**config.mk**
```make
export PLATFORM = sky130hd
export DESIGN_NAME = pmx_mixer
export DESIGN_NICKNAME = d
export VERILOG_FILES = /design/src/rtl/pmx_pkg.sv /design/src/rtl/pmx_obj_pixel.sv /design/src/rtl/pmx_claim.sv /design/src/rtl/pmx_mixer.sv
export SDC_FILE = /design/constraint.sdc
export NUM_CORES = 1
export LEC_CHECK = 0
export ABC_AREA = 1
export CAP_MARGIN = 20
export CORE_AREA = 2 2 618 620
export DETAILED_ROUTE_END_ITERATION = 12
export DIE_AREA = 0 0 620 622
export DONT_BUFFER_PORTS = 1
export PLACE_DENSITY = 0.3
export SLEW_MARGIN = 20
export SYNTH_ARGS = -nofsm -noshare
export SYNTH_HDL_FRONTEND = slang
export SYNTH_HIERARCHICAL = 1
export SYNTH_SLANG_ARGS = --single-unit
export TNS_END_PERCENT = 10
```
**constraint.sdc**
```tcl
create_clock -name clk -period 8.64 [get_ports clk]
set_input_delay 1.728 -clock clk [delete_from_list [all_inputs] [get_ports clk]]
set_output_delay 1.728 -clock clk [all_outputs]
set_load 0.01 [all_outputs]
```
**src/rtl/pmx_pkg.sv**
```systemverilog
package pmx_pkg;
   localparam int PMX_PAT_W = 2;
   localparam int PMX_PAL_W = 2;
   localparam int PMX_IDX_W = 1 + PMX_PAL_W + PMX_PAT_W;

   typedef struct packed {
      logic                 is_obj;
      logic [PMX_PAL_W-1:0] pal;
      logic [PMX_PAT_W-1:0] pat;
   } pmx_idx_t;
endpackage

```
**src/rtl/pmx_obj_pixel.sv**
```systemverilog
module pmx_obj_pixel #(
   parameter int ROW_W = 8,
   localparam int COL_W = $clog2(ROW_W)
) (
   input  logic             hit,
   input  logic [ROW_W-1:0] row0,
   input  logic [ROW_W-1:0] row1,
   input  logic [COL_W-1:0] col,
   input  logic             flip,
   output logic [1:0]       pat
);
   logic [COL_W-1:0] bitpos;

   always_comb begin
      bitpos = flip ? col : COL_W'(ROW_W - 1) - col;
      pat    = hit ? {row1[bitpos], row0[bitpos]} : 2'b00;
   end
endmodule

```
**src/rtl/pmx_claim.sv**
```systemverilog
module pmx_claim #(
   parameter int N = 64
) (
   input  logic [N-1:0] opaque,
   output logic [N-1:0] first,
   output logic         any
);
   logic [N:0] seen;

   assign seen[0] = 1'b0;

   generate
      for (genvar i = 0; i < N; i++) begin : g_chain
         assign first[i]  = opaque[i] & ~seen[i];
         assign seen[i+1] = seen[i] | opaque[i];
      end
   endgenerate

   assign any = seen[N];
endmodule

```
**src/rtl/pmx_mixer.sv**
```systemverilog
module pmx_mixer #(
   parameter int          N_OBJ    = 64,
   parameter int          X_W      = 8,
   parameter int          CLIP_W   = 8,
   parameter int          ADDR_W   = 14,
   parameter logic [13:0] PAL_BASE = 14'h3F00,
   localparam int ROW_W = 8,
   localparam int COL_W = $clog2(ROW_W),
   localparam int IDX_W = pmx_pkg::PMX_IDX_W
) (
   input  logic                   clk,
   input  logic                   rst_n,
   input  logic                   in_valid,
   input  logic [X_W-1:0]         pix_x,
   input  logic                   blank_bg,
   input  logic                   blank_obj,
   input  logic                   bg_plane0,
   input  logic                   bg_plane1,
   input  logic [1:0]             bg_pal,
   input  logic [N_OBJ-1:0]       obj_hit,
   input  logic [N_OBJ*ROW_W-1:0] obj_row0,
   input  logic [N_OBJ*ROW_W-1:0] obj_row1,
   input  logic [N_OBJ*COL_W-1:0] obj_col,
   input  logic [N_OBJ-1:0]       obj_flip,
   input  logic [N_OBJ-1:0]       obj_behind,
   input  logic [N_OBJ*2-1:0]     obj_pal,
   output logic                   out_valid,
   output logic [IDX_W-1:0]       out_index,
   output logic [ADDR_W-1:0]      out_addr
);
   import pmx_pkg::*;

   generate
      if (N_OBJ < 1) begin : g_bad_n
         $error("pmx_mixer: N_OBJ must be at least 1");
      end
      if (CLIP_W >= (1 << X_W)) begin : g_bad_clip
         $error("pmx_mixer: CLIP_W must fit below the column range");
      end
      if (ADDR_W < IDX_W) begin : g_bad_addr
         $error("pmx_mixer: ADDR_W too narrow for the palette index");
      end
      if (PAL_BASE[IDX_W-1:0] != '0) begin : g_bad_base
         $error("pmx_mixer: PAL_BASE must be aligned to the palette size");
      end
   endgenerate

   // margin and playfield pattern
   logic       in_margin;
   logic       obj_blocked;
   logic [1:0] bg_pat;

   always_comb begin
      in_margin   = (pix_x < X_W'(CLIP_W));
      obj_blocked = blank_obj & in_margin;
      bg_pat      = (blank_bg & in_margin) ? 2'b00 : {bg_plane1, bg_plane0};
   end

   // per-object pixel extraction
   logic [1:0]       obj_pat [N_OBJ];
   logic [N_OBJ-1:0] obj_opaque;

   generate
      for (genvar i = 0; i < N_OBJ; i++) begin : g_obj
         pmx_obj_pixel #(.ROW_W(ROW_W)) u_pix (
            .hit  (obj_hit[i]),
            .row0 (obj_row0[i*ROW_W +: ROW_W]),
            .row1 (obj_row1[i*ROW_W +: ROW_W]),
            .col  (obj_col[i*COL_W +: COL_W]),
            .flip (obj_flip[i]),
            .pat  (obj_pat[i])
         );
         assign obj_opaque[i] = (obj_pat[i] != 2'b00) & ~obj_blocked;
      end
   endgenerate

   // ordered claim
   logic [N_OBJ-1:0] claim_first;
   logic             claim_any;

   pmx_claim #(.N(N_OBJ)) u_claim (
      .opaque (obj_opaque),
      .first  (claim_first),
      .any    (claim_any)
   );

   // one-hot selection of the claiming object's fields
   logic [1:0] win_pat;
   logic [1:0] win_pal;
   logic       win_behind;

   always_comb begin
      win_pat    = 2'b00;
      win_pal    = 2'b00;
      win_behind = 1'b0;
      for (int i = 0; i < N_OBJ; i++) begin
         win_pat    = win_pat    | ({2{claim_first[i]}} & obj_pat[i]);
         win_pal    = win_pal    | ({2{claim_first[i]}} & obj_pal[i*2 +: 2]);
         win_behind = win_behind | (claim_first[i] & obj_behind[i]);
      end
   end

   // priority between the claiming object and the playfield
   pmx_idx_t mix_idx;

   always_comb begin
      if (claim_any && (!win_behind || bg_pat == 2'b00)) begin
         mix_idx = '{is_obj: 1'b1, pal: win_pal, pat: win_pat};
      end else if (bg_pat != 2'b00) begin
         mix_idx = '{is_obj: 1'b0, pal: bg_pal, pat: bg_pat};
      end else begin
         mix_idx = '0;
      end
   end

   // output register
   pmx_idx_t idx_q;
   logic     valid_q;
   logic     margin_q, blank_bg_q, blank_obj_q, armed_q;

   always_ff @(posedge clk) begin
      if (!rst_n) begin
         idx_q       <= '0;
         valid_q     <= 1'b0;
         margin_q    <= 1'b0;
         blank_bg_q  <= 1'b0;
         blank_obj_q <= 1'b0;
         armed_q     <= 1'b0;
      end else begin
         valid_q <= in_valid;
         armed_q <= 1'b1;
         if (in_valid) begin
            idx_q       <= mix_idx;
            margin_q    <= in_margin;
            blank_bg_q  <= blank_bg;
            blank_obj_q <= blank_obj;
         end
      end
   end

   assign out_valid = valid_q;
   assign out_index = idx_q;
   assign out_addr  = PAL_BASE + ADDR_W'(idx_q);


   one_claimant_chk: assert property (@(posedge clk) disable iff (!rst_n)
      $onehot0(claim_first));


   obj_opaque_chk: assert property (@(posedge clk) disable iff (!rst_n)
      (out_valid && out_index[IDX_W-1]) |-> (out_index[1:0] != 2'b00));


   bg_opaque_chk: assert property (@(posedge clk) disable iff (!rst_n)
      (out_valid && !out_index[IDX_W-1] && out_index != '0) |-> (out_index[1:0] != 2'b00));


   obj_margin_chk: assert property (@(posedge clk) disable iff (!rst_n)
      (out_valid && margin_q && blank_obj_q) |-> !out_index[IDX_W-1]);


   bg_margin_chk: assert property (@(posedge clk) disable iff (!rst_n)
      (out_valid && margin_q && blank_bg_q) |-> (out_index[IDX_W-1] || out_index == '0));


   valid_follow_chk: assert property (@(posedge clk) disable iff (!rst_n)
      armed_q |-> (out_valid == $past(in_valid)));
endmodule

```
-- Word-level counts from Yosys, hierarchy flattened
Cells that the tools add are included.
- word-level logic and storage cells: 1227
- output and inout bits: 20
- register bits after elaboration: 6
- input port bits: 1553
- $lt $le $gt $ge: 65
- reduce and logical (&&, ||, !) cells: 69
- add/subtract/negate cells: 65
- bitwise logic cells: 637
- mux-type cells: 387
- operators with widths (operator ; count):
    binary-select mux 1 bit (select 3 bit) ; 128
    AND 2 bit ; 128
    < comparator 3 x 4 -> 1 bit (second input constant) ; 64
    OR 2 bit ; 126
    AND 1 bit ; 193
    two-way mux 3 bit ; 64
    subtractor 3 bit (first input constant) ; 64
    two-way mux 2 bit ; 65
    nonzero test 2 bit ; 65
    two-way mux 1 bit ; 128
    OR 1 bit ; 126
    inverter 1 bit ; 64
    adder 9 x 6 -> 10 bit (first input constant) ; 1
    < comparator 8 x 4 -> 1 bit (second input constant) ; 1
    two-way mux 5 bit ; 1
    two-way mux 4 bit ; 1
    zero test 2 bit ; 1
    logical AND 1 bit ; 1
    zero test 1 bit ; 1
    logical OR 1 bit ; 1

-- Longest topological paths before layout
- depth after elaboration: 77
- gate-level depth with buffers: 54
- depth with buffers taken out: 54

-- By module
The synthesis kept the hierarchy.
- by module, submodules not included (module ; sequential area each (µm²) ; cells an instance ; times used ; area an instance (µm²)):
    pmx_obj_pixel ; 0.0 ; 59 ; 64 ; 274.0
    pmx_mixer ; 120.1 ; 787 ; 1 ; 3214.3
    pmx_claim ; 0.0 ; 199 ; 1 ; 996.0

-- Least setup slack after synthesis
OpenSTA, ideal clock, no wires.
- kind: input port to flip-flop
- from: in pix_x[4]
- to: reg idx_q, in the netlist out_index[1]
- data arrival time: 6.797 ns
- setup slack: 1.726 ns
- path buffers: 2
- cell stages on the path: 48
- data required time: 8.524 ns
- setup time: 0.116 ns
- cells stage by stage: nor2_1 -> nand2_1 -> nor3b_1 -> clkbuf_1 -> buf_2 -> nor2_1 -> nor2_2 -> nand4_4 -> nor2_4 -> nand4_2 -> nor2_2 -> nand4_2 -> nor2_2 -> nand4_2 -> nor2_2 -> nand4_2 -> nor2_2 -> nand4_2 -> [12 not listed] -> nor2_2 -> nand4_2 -> nor2_4 -> nand4_4 -> nor2_4 -> nand4_1 -> nor3_1 -> nand2_1 -> nand2_1 -> nor2_1 -> nand2_1 -> nor2_1 -> nand2_1 -> o21ai_4 -> nand2_4 -> nand2_1 -> nand3_1 -> a21oi_1
- word-level cells in the longest chain between the ends: 74
- elaborated cells between the ends (all ways): 519
- classes of those cells: 1 x order compare; 3 x mux; 510 x bitwise; 5 x reduce/logical
- RTL lines (item ; line ; source):
    start: declaration ; pmx_mixer.sv:14 ; input logic [X_W-1:0] pix_x,
    < comparator 8 x 4 -> 1 bit (*) ; pmx_mixer.sv:54 ; in_margin = (pix_x < X_W'(CLIP_W));
    AND 1 bit (*) ; pmx_mixer.sv:55 ; obj_blocked = blank_obj & in_margin;
    inverter 1 bit (*) ; pmx_mixer.sv:73 ; assign obj_opaque[i] = (obj_pat[i] != 2'b00) & ~obj_blocked;
    AND 1 bit (*) ; pmx_mixer.sv:73 ;
    net obj_opaque[0] ; pmx_mixer.sv:61 ; logic [N_OBJ-1:0] obj_opaque;
    OR 1 bit (*) (61 in series) ; pmx_claim.sv:15 ; assign seen[i+1] = seen[i] | opaque[i];
    inverter 1 bit (*) ; pmx_claim.sv:14 ; assign first[i] = opaque[i] & ~seen[i];
    AND 1 bit (*) ; pmx_claim.sv:14 ;
    net claim_first[62] ; pmx_mixer.sv:78 ; logic [N_OBJ-1:0] claim_first;
    AND 1 bit ; pmx_mixer.sv:99 ; win_behind = win_behind | (claim_first[i] & obj_behind[i]);
    OR 1 bit (2 in series) ; pmx_mixer.sv:99 ;
    zero test 1 bit ; pmx_mixer.sv:107 ; if (claim_any && (!win_behind || bg_pat == 2'b00)) begin
    logical OR 1 bit ; pmx_mixer.sv:107 ;
    logical AND 1 bit ; pmx_mixer.sv:107 ;
    two-way mux 5 bit (*) ; pmx_mixer.sv:107 ;
    end signal: assignment ; pmx_mixer.sv:133 ; idx_q <= mix_idx;
    end: declaration ; pmx_mixer.sv:117 ; pmx_idx_t idx_q;
The timed path passes the listed nets; every way through them passes the cells marked *.
A chain may end at the register's enable or synchronous reset.

==> results.toml <==
[detailed_routing]
wl_per_cell_um = 31.57
postRouteAntennaNets = 0
drcViolationCount = 0
vias_per_cell = 3.160
drt_iter0_markers = 2277
dr.pass1.iters = 5
drt_wl_total_um = 319900
dr_total_vias = 32020

[power_and_ir_drop]
p_total_mw = 1.734
pwr_density_cell_nw_per_um2 = 55.78
p_leak_nw = 16.04
peakVddDrop_uv = 65.29

[timing]
skew_ps = 0
fmax_mhz = 118.0
fin_hold_ws_ps = 779.5
tns_ps = 0
finalMaxSlewViolations = 0
fin_crit_sh_pct = 98.12
fin_crit_ps = 8477
fin_ws_ps = 162.6
hold_viol = 0
worstMarginPinSlew_ps = 1117
rsz0062_at_grt = "yes"
setup_viol = 0
slew_headroom_pct = 24.93

[grt]
grt_max_degree = 23
grt_antenna_before_repair = 308
grt-ovfl-total = 0
grt_pass1_wl_um = 380300
track_usage_pct = 15.83
grt_pass1_vias = 30180

[floorplanning]
die_h_um = 622
core_sq_um = 378300
num_io_pins = 1573
rows = 226
fp.dieW_um = 620
dieArea_sq_um = 385600
initial_utilization_pct = 5.748

[synthesis]
synth-seq-cells = 6
yosysSeqAreaShare_pct = 0.5523
synth-edff-count = 0
netlist_top_cells_area = "nand2_1 (24%), nand3_1 (18%), inv_1 (16%), nor2_1 (13%), nand2_2 (7.4%)"
syn_area_sq_um = 21750
async_flop_share_pct = 0
yosysTopAreaCell = "nand2_1"
syn_area_per_cell_sq_um = 4.567
synthFlopType = "dfxtp_1"
synth_most_common_cell = "nand2_1"
yosysUniqueCellTypes = 28
synthTopCellsByCount = "nand2_1 (1393), inv_1 (928), nand3_1 (785)"
synth_warnings = 6
syn_inst = 4762
synth_top_area_share_pct = 24.04

[layout]
area_growth_pct = 42.97
final_cell_area_sq_um = 31090
final-instance-count-excl-fill = 10134
final_util_pct = 8.218
fin_nets = 6581
drive_gt1_share_pct = 17.99

[critical_path]
path_class = "in -> reg"
cpMostUsedCell = "nor2_4"
r2r_start = "out_index[4]"
start_kind = "primary input"
cp_slowest_stage_delay_ps = 230
required_ps = 8800
cp_max_fo = 5
worstSetupStartpoint = "obj_flip[0]"
crit_path_end_kind = "register"
crit_slowest_cell = "nor2_4"
critPathArrivalTime_ps = 8630

[placed_design]
place_area_sq_um = 30240
port_buffers = 0
hpwl_um = 308900
dp_cells = 10025
place_ws_ps = -763.8
gp_congestion = 0.9915

[clock_tree]
path_clk_slew_ps = 30
clockRootBuffer = "clkbuf_16"
tritoncts = "done"
cts_max_level = 1
clock_path_buffers = 2
cts_buffers = 3
cts_sinks = 6
clk-insertion-delay-late_ps = 230

[flow_run]
maxCapViolCount = 0

[hold_path]
hp-start = "out_index[1]"
hold_class = "reg -> reg"

[outcome]
outcome = "complete, no violations"
[cell usage in the layout (no fill, tap or decap), drive strengths merged, types with 27 or more instances in the layout]
cell / instances
xor2: 64
nand3: 787
buf: 276
nor3: 27
clkinv: 62
nor2: 786
nand2: 1714
diode: 92
inv: 994
nand3b: 128
nand4: 32
o21ai: 130
[cells by family after synthesis]
logic type | count (synthesis) | share of synthesized area, %
and+or+nand+nor | 3478 | 73.33
buffers and inverters | 1078 | 19.27
AOI/OAI and AO/OA | 134 | 4.240
xor gates and xnor gates | 64 | 2.578
DFF | 6 | 0.5523
other | 2 | 0.03453
[cell type report]
type	count	area [sq um]
fillers	45737	347300
multi-input cells	3685	17960
clock buffers	3	75.07
flip-flops and latches	6	120.1
well taps	5016	6276
repair buffers	276	2377
diodes	92	230.2
inverters	1056	4056
[flip-flops by register name, summed over array words and instances, names as in the netlist]
name,count
out_valid,1
out_index,5
[critical path: cells and delay by family]
family | cells | cell delay (ps)
AND/OR/NAND/NOR | 46 | 5490
buffers and inverters | 9 | 1160
AO/OA/AOI/OAI | 1 | 120
[path summary, 6_finish.rpt]
kind         slack [ps]  cells past startpoint      endpoint
max reg2reg        7490                      2  out_index[4]
max                 160                     56  out_index[3]
min                 780                      2  out_index[1]
min reg2reg         780                      2  out_index[1]
[repair_timing]
action / CTS / global route
hold endpoints to repair: 0 / 0
pin swaps: 6 / 51
resized for setup: 22 / 101
hold buffers: 0 / 0
buffers inserted: 0 / 16
setup endpoints to repair: 5 / 5
[where the power goes]
group / switching (mW) / internal [mW]
Clock: 0.0158 / 0.0594
Sequential: 0.0202 / 0.0314
Combinational: 1.10 / 0.503
Total: 1.14 / 0.594
[routing by layer]
| layer | up-vias | share of wire [%] | track usage (%) | routed length [um] |
|---|---|---|---|---|
| met2 | 1513 | 50 | 29.09 | 160800 |
| met1 | 14758 | 38 | 17.32 | 120000 |
| met5 | - | 0.27 | 0 | 874 |
| met3 | 508 | 8.5 | 5.139 | 27170 |
| met4 | 130 | 3.5 | 3.927 | 11110 |
| li1 | 15111 | - | - | - |
Note: power is estimated with default switching activity, not from simulation.
